--- src/rtl/nrx_pkg.sv ---
package nrx_pkg;
    localparam int FRAME_BITS = 8;
    localparam int NIB_W      = 4;
    localparam int DEV_ADDR_W = 3;

    typedef enum logic [1:0] {
        RX_IDLE,
        RX_START,
        RX_DATA,
        RX_STOP
    } rx_state_e;
endpackage

--- src/rtl/nrx_sync.sv ---
module nrx_sync #(
    parameter int STAGES = 2
) (
    input  logic clk_i,
    input  logic rst_ni,
    input  logic d_i,
    output logic q_o
);
    logic [STAGES-1:0] chain_q;
    logic [STAGES-1:0] chain_d;

    always_comb begin
        chain_d = {chain_q[STAGES-2:0], d_i};
    end

    always_ff @(posedge clk_i or negedge rst_ni) begin
        if (!rst_ni) chain_q <= '1;
        else         chain_q <= chain_d;
    end

    assign q_o = chain_q[STAGES-1];
endmodule

--- src/rtl/nrx_frame.sv ---
module nrx_frame
    import nrx_pkg::*;
#(
    parameter int CLKS_PER_BIT = 16
) (
    input  logic                  clk_i,
    input  logic                  rst_ni,
    input  logic                  rx_i,
    output logic                  frame_vld_o,
    output logic [FRAME_BITS-1:0] frame_o
);
    localparam int CNT_W = $clog2(CLKS_PER_BIT);
    localparam int IDX_W = $clog2(FRAME_BITS);
    localparam logic [CNT_W-1:0] BIT_LAST  = CNT_W'(CLKS_PER_BIT - 1);
    localparam logic [CNT_W-1:0] HALF_LAST = CNT_W'(CLKS_PER_BIT / 2 - 1);
    localparam logic [IDX_W-1:0] IDX_LAST  = IDX_W'(FRAME_BITS - 1);

    typedef struct packed {
        rx_state_e             st;
        logic [CNT_W-1:0]      cnt;
        logic [IDX_W-1:0]      idx;
        logic [FRAME_BITS-1:0] sh;
        logic                  vld;
    } frm_t;

    frm_t s_q, s_d;

    always_comb begin
        s_d     = s_q;
        s_d.vld = 1'b0;
        unique case (s_q.st)
            RX_IDLE: begin
                if (!rx_i) begin
                    s_d.st  = RX_START;
                    s_d.cnt = '0;
                end
            end
            RX_START: begin
                if (s_q.cnt == HALF_LAST) begin
                    s_d.cnt = '0;
                    s_d.idx = '0;
                    s_d.st  = rx_i ? RX_IDLE : RX_DATA;
                end else begin
                    s_d.cnt = s_q.cnt + 1'b1;
                end
            end
            RX_DATA: begin
                if (s_q.cnt == BIT_LAST) begin
                    s_d.cnt = '0;
                    s_d.sh  = {rx_i, s_q.sh[FRAME_BITS-1:1]};
                    s_d.idx = s_q.idx + 1'b1;
                    if (s_q.idx == IDX_LAST) s_d.st = RX_STOP;
                end else begin
                    s_d.cnt = s_q.cnt + 1'b1;
                end
            end
            RX_STOP: begin
                if (s_q.cnt == BIT_LAST) begin
                    s_d.cnt = '0;
                    s_d.vld = rx_i;
                    s_d.st  = RX_IDLE;
                end else begin
                    s_d.cnt = s_q.cnt + 1'b1;
                end
            end
            default: s_d.st = RX_IDLE;
        endcase
    end

    always_ff @(posedge clk_i or negedge rst_ni) begin
        if (!rst_ni) s_q <= '{st: RX_IDLE, cnt: '0, idx: '0, sh: '0, vld: 1'b0};
        else         s_q <= s_d;
    end

    assign frame_vld_o = s_q.vld;
    assign frame_o     = s_q.sh;
endmodule

--- src/rtl/nrx_assemble.sv ---
module nrx_assemble
    import nrx_pkg::*;
#(
    parameter int CLKS_PER_BIT = 16
) (
    input  logic                  clk_i,
    input  logic                  rst_ni,
    input  logic                  frame_vld_i,
    input  logic [FRAME_BITS-1:0] frame_i,
    input  logic [DEV_ADDR_W-1:0] strap_i,
    output logic [2*NIB_W-1:0]    byte_o,
    output logic                  strobe_no
);
    localparam int SC_W = $clog2(CLKS_PER_BIT + 1);
    localparam logic [SC_W-1:0] STRB_LEN = SC_W'(CLKS_PER_BIT);

    typedef struct packed {
        logic                 hi_next;
        logic [NIB_W-1:0]     lo;
        logic [2*NIB_W-1:0]   byte_v;
        logic [SC_W-1:0]      scnt;
    } asm_t;

    asm_t s_q, s_d;
    logic             tag_ok;
    logic             addr_hit;
    logic             take;
    logic [NIB_W-1:0] nib;

    always_comb begin
        tag_ok   = frame_i[0];
        addr_hit = frame_i[DEV_ADDR_W:1] == strap_i;
        nib      = frame_i[FRAME_BITS-1:FRAME_BITS-NIB_W];
        take     = frame_vld_i && tag_ok && addr_hit;

        s_d = s_q;
        if (s_q.scnt != '0) s_d.scnt = s_q.scnt - 1'b1;
        if (take) begin
            if (!s_q.hi_next) begin
                s_d.lo      = nib;
                s_d.hi_next = 1'b1;
            end else begin
                s_d.byte_v  = {nib, s_q.lo};
                s_d.hi_next = 1'b0;
                s_d.scnt    = STRB_LEN;
            end
        end
    end

    always_ff @(posedge clk_i or negedge rst_ni) begin
        if (!rst_ni) s_q <= '{hi_next: 1'b0, lo: '0, byte_v: '0, scnt: '0};
        else         s_q <= s_d;
    end

    assign byte_o    = s_q.byte_v;
    assign strobe_no = (s_q.scnt == '0);
endmodule

--- src/rtl/nibble_addr_rx.sv ---
module nibble_addr_rx
    import nrx_pkg::*;
#(
    parameter int CLKS_PER_BIT = 16,
    parameter int SYNC_STAGES  = 2
) (
    input  logic                  clk_i,
    input  logic                  rst_ni,
    input  logic                  rxd_i,
    input  logic [DEV_ADDR_W-1:0] strap_i,
    input  logic                  oe_i,
    output logic [2*NIB_W-1:0]    byte_o,
    output logic [2*NIB_W-1:0]    bus_o,
    output logic                  bus_en_o,
    output logic                  strobe_no
);
    logic                  rx_s;
    logic                  frm_vld;
    logic [FRAME_BITS-1:0] frm;

    nrx_sync #(.STAGES(SYNC_STAGES)) sync_i (
        .clk_i (clk_i),
        .rst_ni(rst_ni),
        .d_i   (rxd_i),
        .q_o   (rx_s)
    );

    nrx_frame #(.CLKS_PER_BIT(CLKS_PER_BIT)) frame_i (
        .clk_i      (clk_i),
        .rst_ni     (rst_ni),
        .rx_i       (rx_s),
        .frame_vld_o(frm_vld),
        .frame_o    (frm)
    );

    nrx_assemble #(.CLKS_PER_BIT(CLKS_PER_BIT)) asm_i (
        .clk_i      (clk_i),
        .rst_ni     (rst_ni),
        .frame_vld_i(frm_vld),
        .frame_i    (frm),
        .strap_i    (strap_i),
        .byte_o     (byte_o),
        .strobe_no  (strobe_no)
    );

    assign bus_en_o = oe_i;
    assign bus_o    = oe_i ? byte_o : '0;
endmodule

--- config.mk ---
export PLATFORM = sky130hd
export DESIGN_NAME = nibble_addr_rx
export DESIGN_NICKNAME = d
export VERILOG_FILES = /design/src/rtl/nrx_pkg.sv /design/src/rtl/nrx_sync.sv /design/src/rtl/nrx_frame.sv /design/src/rtl/nrx_assemble.sv /design/src/rtl/nibble_addr_rx.sv
export SDC_FILE = /design/constraint.sdc
export NUM_CORES = 1
export LEC_CHECK = 0
export CORE_MARGIN = 1.5
export CORE_UTILIZATION = 40
export DETAILED_ROUTE_END_ITERATION = 6
export PLACE_DENSITY = 0.65
export SYNTH_ARGS = -nofsm -noshare
export SYNTH_HDL_FRONTEND = slang
export SYNTH_SLANG_ARGS = --single-unit
--- constraint.sdc ---
create_clock -name clk_i -period 2.3 [get_ports clk_i]
set_input_delay 0.46 -clock clk_i [delete_from_list [all_inputs] [get_ports clk_i]]
set_output_delay 0.46 -clock clk_i [all_outputs]
set_load 0.01 [all_outputs]
; Yosys cells after proc, flatten, opt, wreduce, memory -nomap -nowiden
; Index checks and enable logic that the tools add are counted.
; Widths: inputs -> output; s select.
[totals]
regBits = 38
elab_cells = 56
out_inout_bits = 18
[classes]
n_addsub = 3
n_eq_ne = 12
reduce_logical = 11
n_mux = 19
bitwise = 1
[op_table]
columns = operator, n
row1 = $pmux 6 s4, 1
row2 = $mux 5, 3
row3 = $mux 11, 1
row4 = $mux 2, 5
row5 = $mux 4, 2
row6 = $mux 8, 1
row7 = $ne 2x1->1 const B, 4
row8 = $mux 6, 1
row9 = $pmux 3 s2, 1
row10 = $reduce_and 2->1, 3
row11 = $logic_not 5->1, 1
row12 = $reduce_and 5->1, 1
row13 = $reduce_bool 5->1, 1
row14 = $sub 5x1->5 const B, 1
row15 = $add 4x1->4 const B, 1
row16 = $eq 2x2->1 const B, 2
row17 = $eq 4x3->1 const B, 1
row18 = $eq 4x4->1 const B, 1
row19 = $add 3x1->3 const B, 1
row20 = $eq 3x3->1, 1
row21 = $eq 3x3->1 const B, 1
row22 = $mux 1, 3
row23 = $mux 3, 1
row24 = $reduce_and 3->1, 1
row25 = other kinds (6), 7

; Longest topological paths before layout
[logic_depth]
ltp_word = 4
ltp_mapped = 7
mapped_depth_nobuf = 6

; Hierarchy
; Synthesis repeated with hierarchy kept, for this count alone.
[unflattened]
hier_cells = 161
hier_area_um2 = 2010.7
[modules_own_cells]
columns = mod, n_inst, area_per_inst_um2, cells_each, seq_area_each_um2
row1 = nrx_frame, 1, 1004.7, 86, 450.4
row2 = nrx_assemble, 1, 895.9, 64, 450.4
row3 = nibble_addr_rx, 1, 57.6, 9, 0.0
row4 = nrx_sync, 1, 52.6, 2, 52.6

; Worst setup path before layout
; No wires, ideal clock.
[synth_path]
kind = input to register
startpoint = input strap_i[1]
endpoint = register asm_i.s_q, in the netlist asm_i.byte_o[3]
setup_slack_ps = 575
setup_ps = 125
arrival_time_ps = 1600
required_time_ps = 2175
path_stages = 5
n_path_buf = 1
path_cell_list = xor2_1 -> nor4_2 -> and2_4 -> buf_12 -> mux2_4
[synth_via]
elab_chain_len = 3
[synth_lines]
columns = element, line_no
row1 = start: declaration, nibble_addr_rx.sv:10  ; input logic [DEV_ADDR_W-1:0] strap_i,
row2 = $eq 3x3->1, nrx_assemble.sv:32  ; addr_hit = frame_i[DEV_ADDR_W:1] == strap_i;
row3 = $logic_and 1x1->1, nrx_assemble.sv:34  ; take = frame_vld_i && tag_ok && addr_hit;
row4 = $reduce_and 2->1 (no line), -
row5 = end signal: assignment, nrx_assemble.sv:51  ; if (!rst_ni) s_q <= '{hi_next: 1'b0, lo: '0, byte_v: '0, scnt: '0};
row6 = end: declaration, nrx_assemble.sv:24  ; asm_t s_q, s_d;
; No other way between the ends.
; A chain may end at the register's enable or synchronous reset.

; Worst setup path after layout
[layout_path]
startpoint = register asm_i.s_q[0] in the netlist's numbering
endpoint = output strobe_no
[layout_via]
elab_chain_len = 1
[layout_lines]
columns = element, line_no
row1 = $logic_not 5->1, nrx_assemble.sv:56  ; assign strobe_no = (s_q.scnt == '0);
row2 = end: declaration, nibble_addr_rx.sv:15  ; output logic strobe_no
; No other way between the ends.

==> metrics.json <==
{
  "run_status": {"value": "finished with violations"},
  "violations_in_the_final_reports": {"value": "DRC"},
  "std_cell_rows": {"value": 24},
  "power.ir.vdd_worst": {"value": 0.468, "unit": "mV"},
  "critical_path_required": {"value": 1.84, "unit": "ns"},
  "vias_per_cell": {"value": 5.18},
  "cp_max_fo": {"value": 2},
  "die_area": {"value": 5150, "unit": "µm²"},
  "layout-drive-gt1-share": {"value": 23.0, "unit": "%"},
  "detailedRoute.firstPassIterationCount": {"value": 6},
  "cp-end-kind": {"value": "primary output"},
  "slowest_delay": {"value": 0.42, "unit": "ns"},
  "detailed_place_hpwl": {"value": 2.35, "unit": "mm"},
  "hold_path_startpoint": {"value": "sync_i.chain_q[0]"},
  "routed-via-count": {"value": 1191},
  "floorplan.die.height": {"value": 71.8, "unit": "µm"},
  "worstSetupStartpoint": {"value": "asm_i.s_q[0]"},
  "final_nets": {"value": 193},
  "reg2reg_to": {"value": "frame_i.s_q[16]"},
  "synthesis.instances": {"value": 156},
  "powerDensity": {"value": 783, "unit": "nW/µm²"},
  "place_area": {"value": 2120, "unit": "µm²"},
  "area_grow_syn2layout": {"value": 19.4, "unit": "%"},
  "crit_chain": {"value": "inv_1 -> ha_1 -> or3b_4 -> nor2_4 -> clkdlybuf4s15_1"},
  "final_max_slew_viol_count": {"value": 0},
  "grt_pass1_wl": {"value": 5.66, "unit": "mm"},
  "ff2ff_path_depth": {"value": 6},
  "antenna_violating_nets_post_route": {"value": 0},
  "drt_iter0_drc": {"value": 60},
  "rsz0062_at_grt": {"value": "false"},
  "destination_of_the_worst_hold_path": {"value": "sync_i.chain_q[1]"},
  "synth_enable_flop_cells": {"value": 0},
  "routabilityCongestion": {"value": 0.794},
  "tightest_slew": {"value": 0.508, "unit": "ns"},
  "timing.final.crit_share": {"value": 95.4, "unit": "%"},
  "maximum_clock_rate": {"value": 0.456, "unit": "GHz"},
  "pin_count_of_the_biggest_net_entering_global_routing": {"value": 39},
  "track_usage": {"value": 14.3, "unit": "%"},
  "synth_seq_cells": {"value": 38},
  "final-hold-violation-count": {"value": 0},
  "postLayoutCellArea": {"value": 2260, "unit": "µm²"},
  "total_inserted_antenna_cells": {"value": 0},
  "synth_sequential_area_ratio": {"value": 50.4, "unit": "%"},
  "yosys_most_used_dff": {"value": "dfrtp_1"},
  "count_of_unique_library_cells_instantiated_by_yosys": {"value": 36},
  "setup.worst_path.class": {"value": "flop to primary output"},
  "cts_tree": {"value": "built"},
  "synth-async-reset-ratio": {"value": 100, "unit": "%"},
  "first_global_vias": {"value": 1215},
  "insertion_delay": {"value": 0.29, "unit": "ns"},
  "syn-num-nets": {"value": 172},
  "route.detailed.wl_per_inst": {"value": 13.8, "unit": "µm"},
  "worstPathArrival": {"value": 1.73, "unit": "ns"},
  "post-cts-setup-buffers": {"value": 0},
  "cts.clk_slew.worst_paths": {"value": 0.08, "unit": "ns"},
  "worst_path_max_delay_cell": {"value": "or3b_4"},
  "number_of_primary_i_o_pins": {"value": 25},
  "antenna_violations_before_repair": {"value": 0},
  "final_routed_wirelength": {"value": 3.17, "unit": "mm"},
  "globalRouteOverflowTotal": {"value": 0},
  "holdCritPathClass": {"value": "flop to flop"},
  "top_cell_type_s_share_of_synthesized_area": {"value": 47.6, "unit": "%"},
  "final_critical_path_time_including_i_o_delays_and_setup": {"value": 2.19, "unit": "ns"},
  "route.detailed.drc": {"value": 3},
  "n_fill_cell": {"value": 384},
  "rrSetupSlack": {"value": 0.36, "unit": "ns"},
  "synthesis.area_per_instance": {"value": 12.1, "unit": "µm²"},
  "fp.dieW": {"value": 71.8, "unit": "µm"},
  "clockBufferDepth": {"value": 2},
  "cts.sinks": {"value": 38},
  "yosysTopAreaCell": {"value": "dfrtp_1"},
  "leakage_power_summed_over_all_cells": {"value": 1.08, "unit": "nW"},
  "cts.htree.levels": {"value": 2},
  "timing.final.setup_violations": {"value": 0},
  "sum_neg_setup_slack": {"value": 0, "unit": "ns"},
  "initial_core_util": {"value": 42.6, "unit": "%"},
  "io_buffer_count": {"value": 24},
  "numCtsBuffers": {"value": 5},
  "yosys_warnings": {"value": 0},
  "synth.cell_area": {"value": 1890, "unit": "µm²"},
  "max_cap_viol_count": {"value": 0},
  "smallest_hold_slack": {"value": 0.356, "unit": "ns"},
  "worst_hold_path.num_cells": {"value": 0},
  "crit_path_start_kind": {"value": "flop"},
  "clock_skew": {"value": 0.00691, "unit": "ns"},
  "final_core_utilization": {"value": 50.8, "unit": "%"},
  "yosys-top-cells-area": {"value": "dfrtp_1 48%, mux2_2 9.5%, ha_1 6.0%"},
  "timing.slew.headroom": {"value": 65.9, "unit": "%"},
  "clockRootBuffer": {"value": "clkbuf_8"},
  "design.core.area": {"value": 4440, "unit": "µm²"}
}
[cell usage after synthesis, drive strengths merged, types with 3 or more instances]
library cell  instances
and2                 10
buf                  10
dfrtp                36
ha                    9
inv                   6
mux2                 21
nand2                11
nand3                 4
nor2                  5
nor3                  7
o21ai                 6
xnor2                 3
xor2                  4
[cells by family (layout without fill, tap and decap cells)]
group,after synthesis,in the layout,share of synthesized area (%)
AO/OA/AOI/OAI,16,16,6.15
buffers and inverters,18,40,6.22
adder cells (fa/ha/maj),9,9,5.95
XOR/XNOR,7,7,3.24
multiplexers,21,21,13.5
AND/OR/NAND/NOR,47,47,14.6
flip-flops,38,38,50.4
[report_power, final]
group / internal [mW] / switching (mW) / leakage, nW
Combinational: 0.140 / 0.222 / 0.498
Clock: 0.434 / 0.240 / 0.0683
Sequential: 0.701 / 0.0305 / 0.519
[worst max-delay path, delay by kind of cell, from the launching register on]
| family | cells | cell delay [ns] |
|---|---|---|
| simple gates | 2 | 0.53 |
| flops | 1 | 0.38 |
| buf+inv | 2 | 0.34 |
| fa+ha+maj | 1 | 0.20 |
[routing by layer]
layer / up-vias / wire (µm) / global-route usage, %
met4: 0 / 51 / 5.03
met2: 29 / 1560 / 24.4
met1: 588 / 1390 / 17.0
li1: 568 / - / -
met3: 6 / 167 / 4.78
met5: - / 0 / 0
[sequential cells by signal (all words and copies together) (netlist names), named ones only]
name / flops
asm_i.s_q: 10
asm_i.byte_o: 8
frame_i.frame_o: 8
frame_i.s_q: 8
sync_i.chain_q: 2
frame_i.frame_vld_o: 1
[metrics by stage]
step	power, mW	cells	setup slack (ns)
after floorplan	1.01	156	0.575
final	1.77	230	0.106
after detailed placement	1.11	222	0.0174
after CTS	1.79	230	0.0507
after global placement	1.08	222	0.0982
after global routing	1.87	230	0.0277
[how the worst max path moves through the flow]
stage	end	slack (ns)
detailed placement	strobe_no	0.02
floorplan	asm_i.byte_o[3]	0.58
finish	strobe_no	0.11
global route	strobe_no	0.03
global placement	asm_i.byte_o[0]	0.1
CTS	bus_o[7]	0.05
[layout by cell type (no fill, tap or decap), drive strengths merged]
cell / n
and4b: 1
nand3: 4
a21o: 1
nand2: 11
xnor2: 3
clkdlybuf4s15: 1
bufinv: 2
clkbuf: 5
o41ai: 1
and2: 10
nand2b: 1
and2b: 1
nor3: 7
ha: 9
dfrtp: 36
xor2: 4
o41a: 1
or3b: 1
a22o: 2
nor2: 5
o21ai: 6
clkdlybuf4s50: 22
clkinv: 1
a211oi: 2
nor4: 1
and3b: 1
a21oi: 2
nand4: 1
a2111oi: 1
buf: 2
dlymetal6s2s: 1
dfstp: 2
nor2b: 2
mux2: 21
nand4b: 1
inv: 6
[final cells by class]
type	instances	area, µm²	area share [%]
timing repair buffer	26	258	11.4
multi-input combinational	100	823	36.4
inverter	6	22.5	0.997
tap	52	65.1	2.88
sequential	38	953	42.2
clock buffer	5	68.8	3.05
clock inverter	3	68.8	3.05
[what timing repair did]
action	CTS	global route
hold buffers	0	0
pin swaps	0	0
gates cloned	0	0
gates resized for setup	2	2
setup endpoints to repair	1	3
Note: power is estimated with default switching activity, not from simulation.
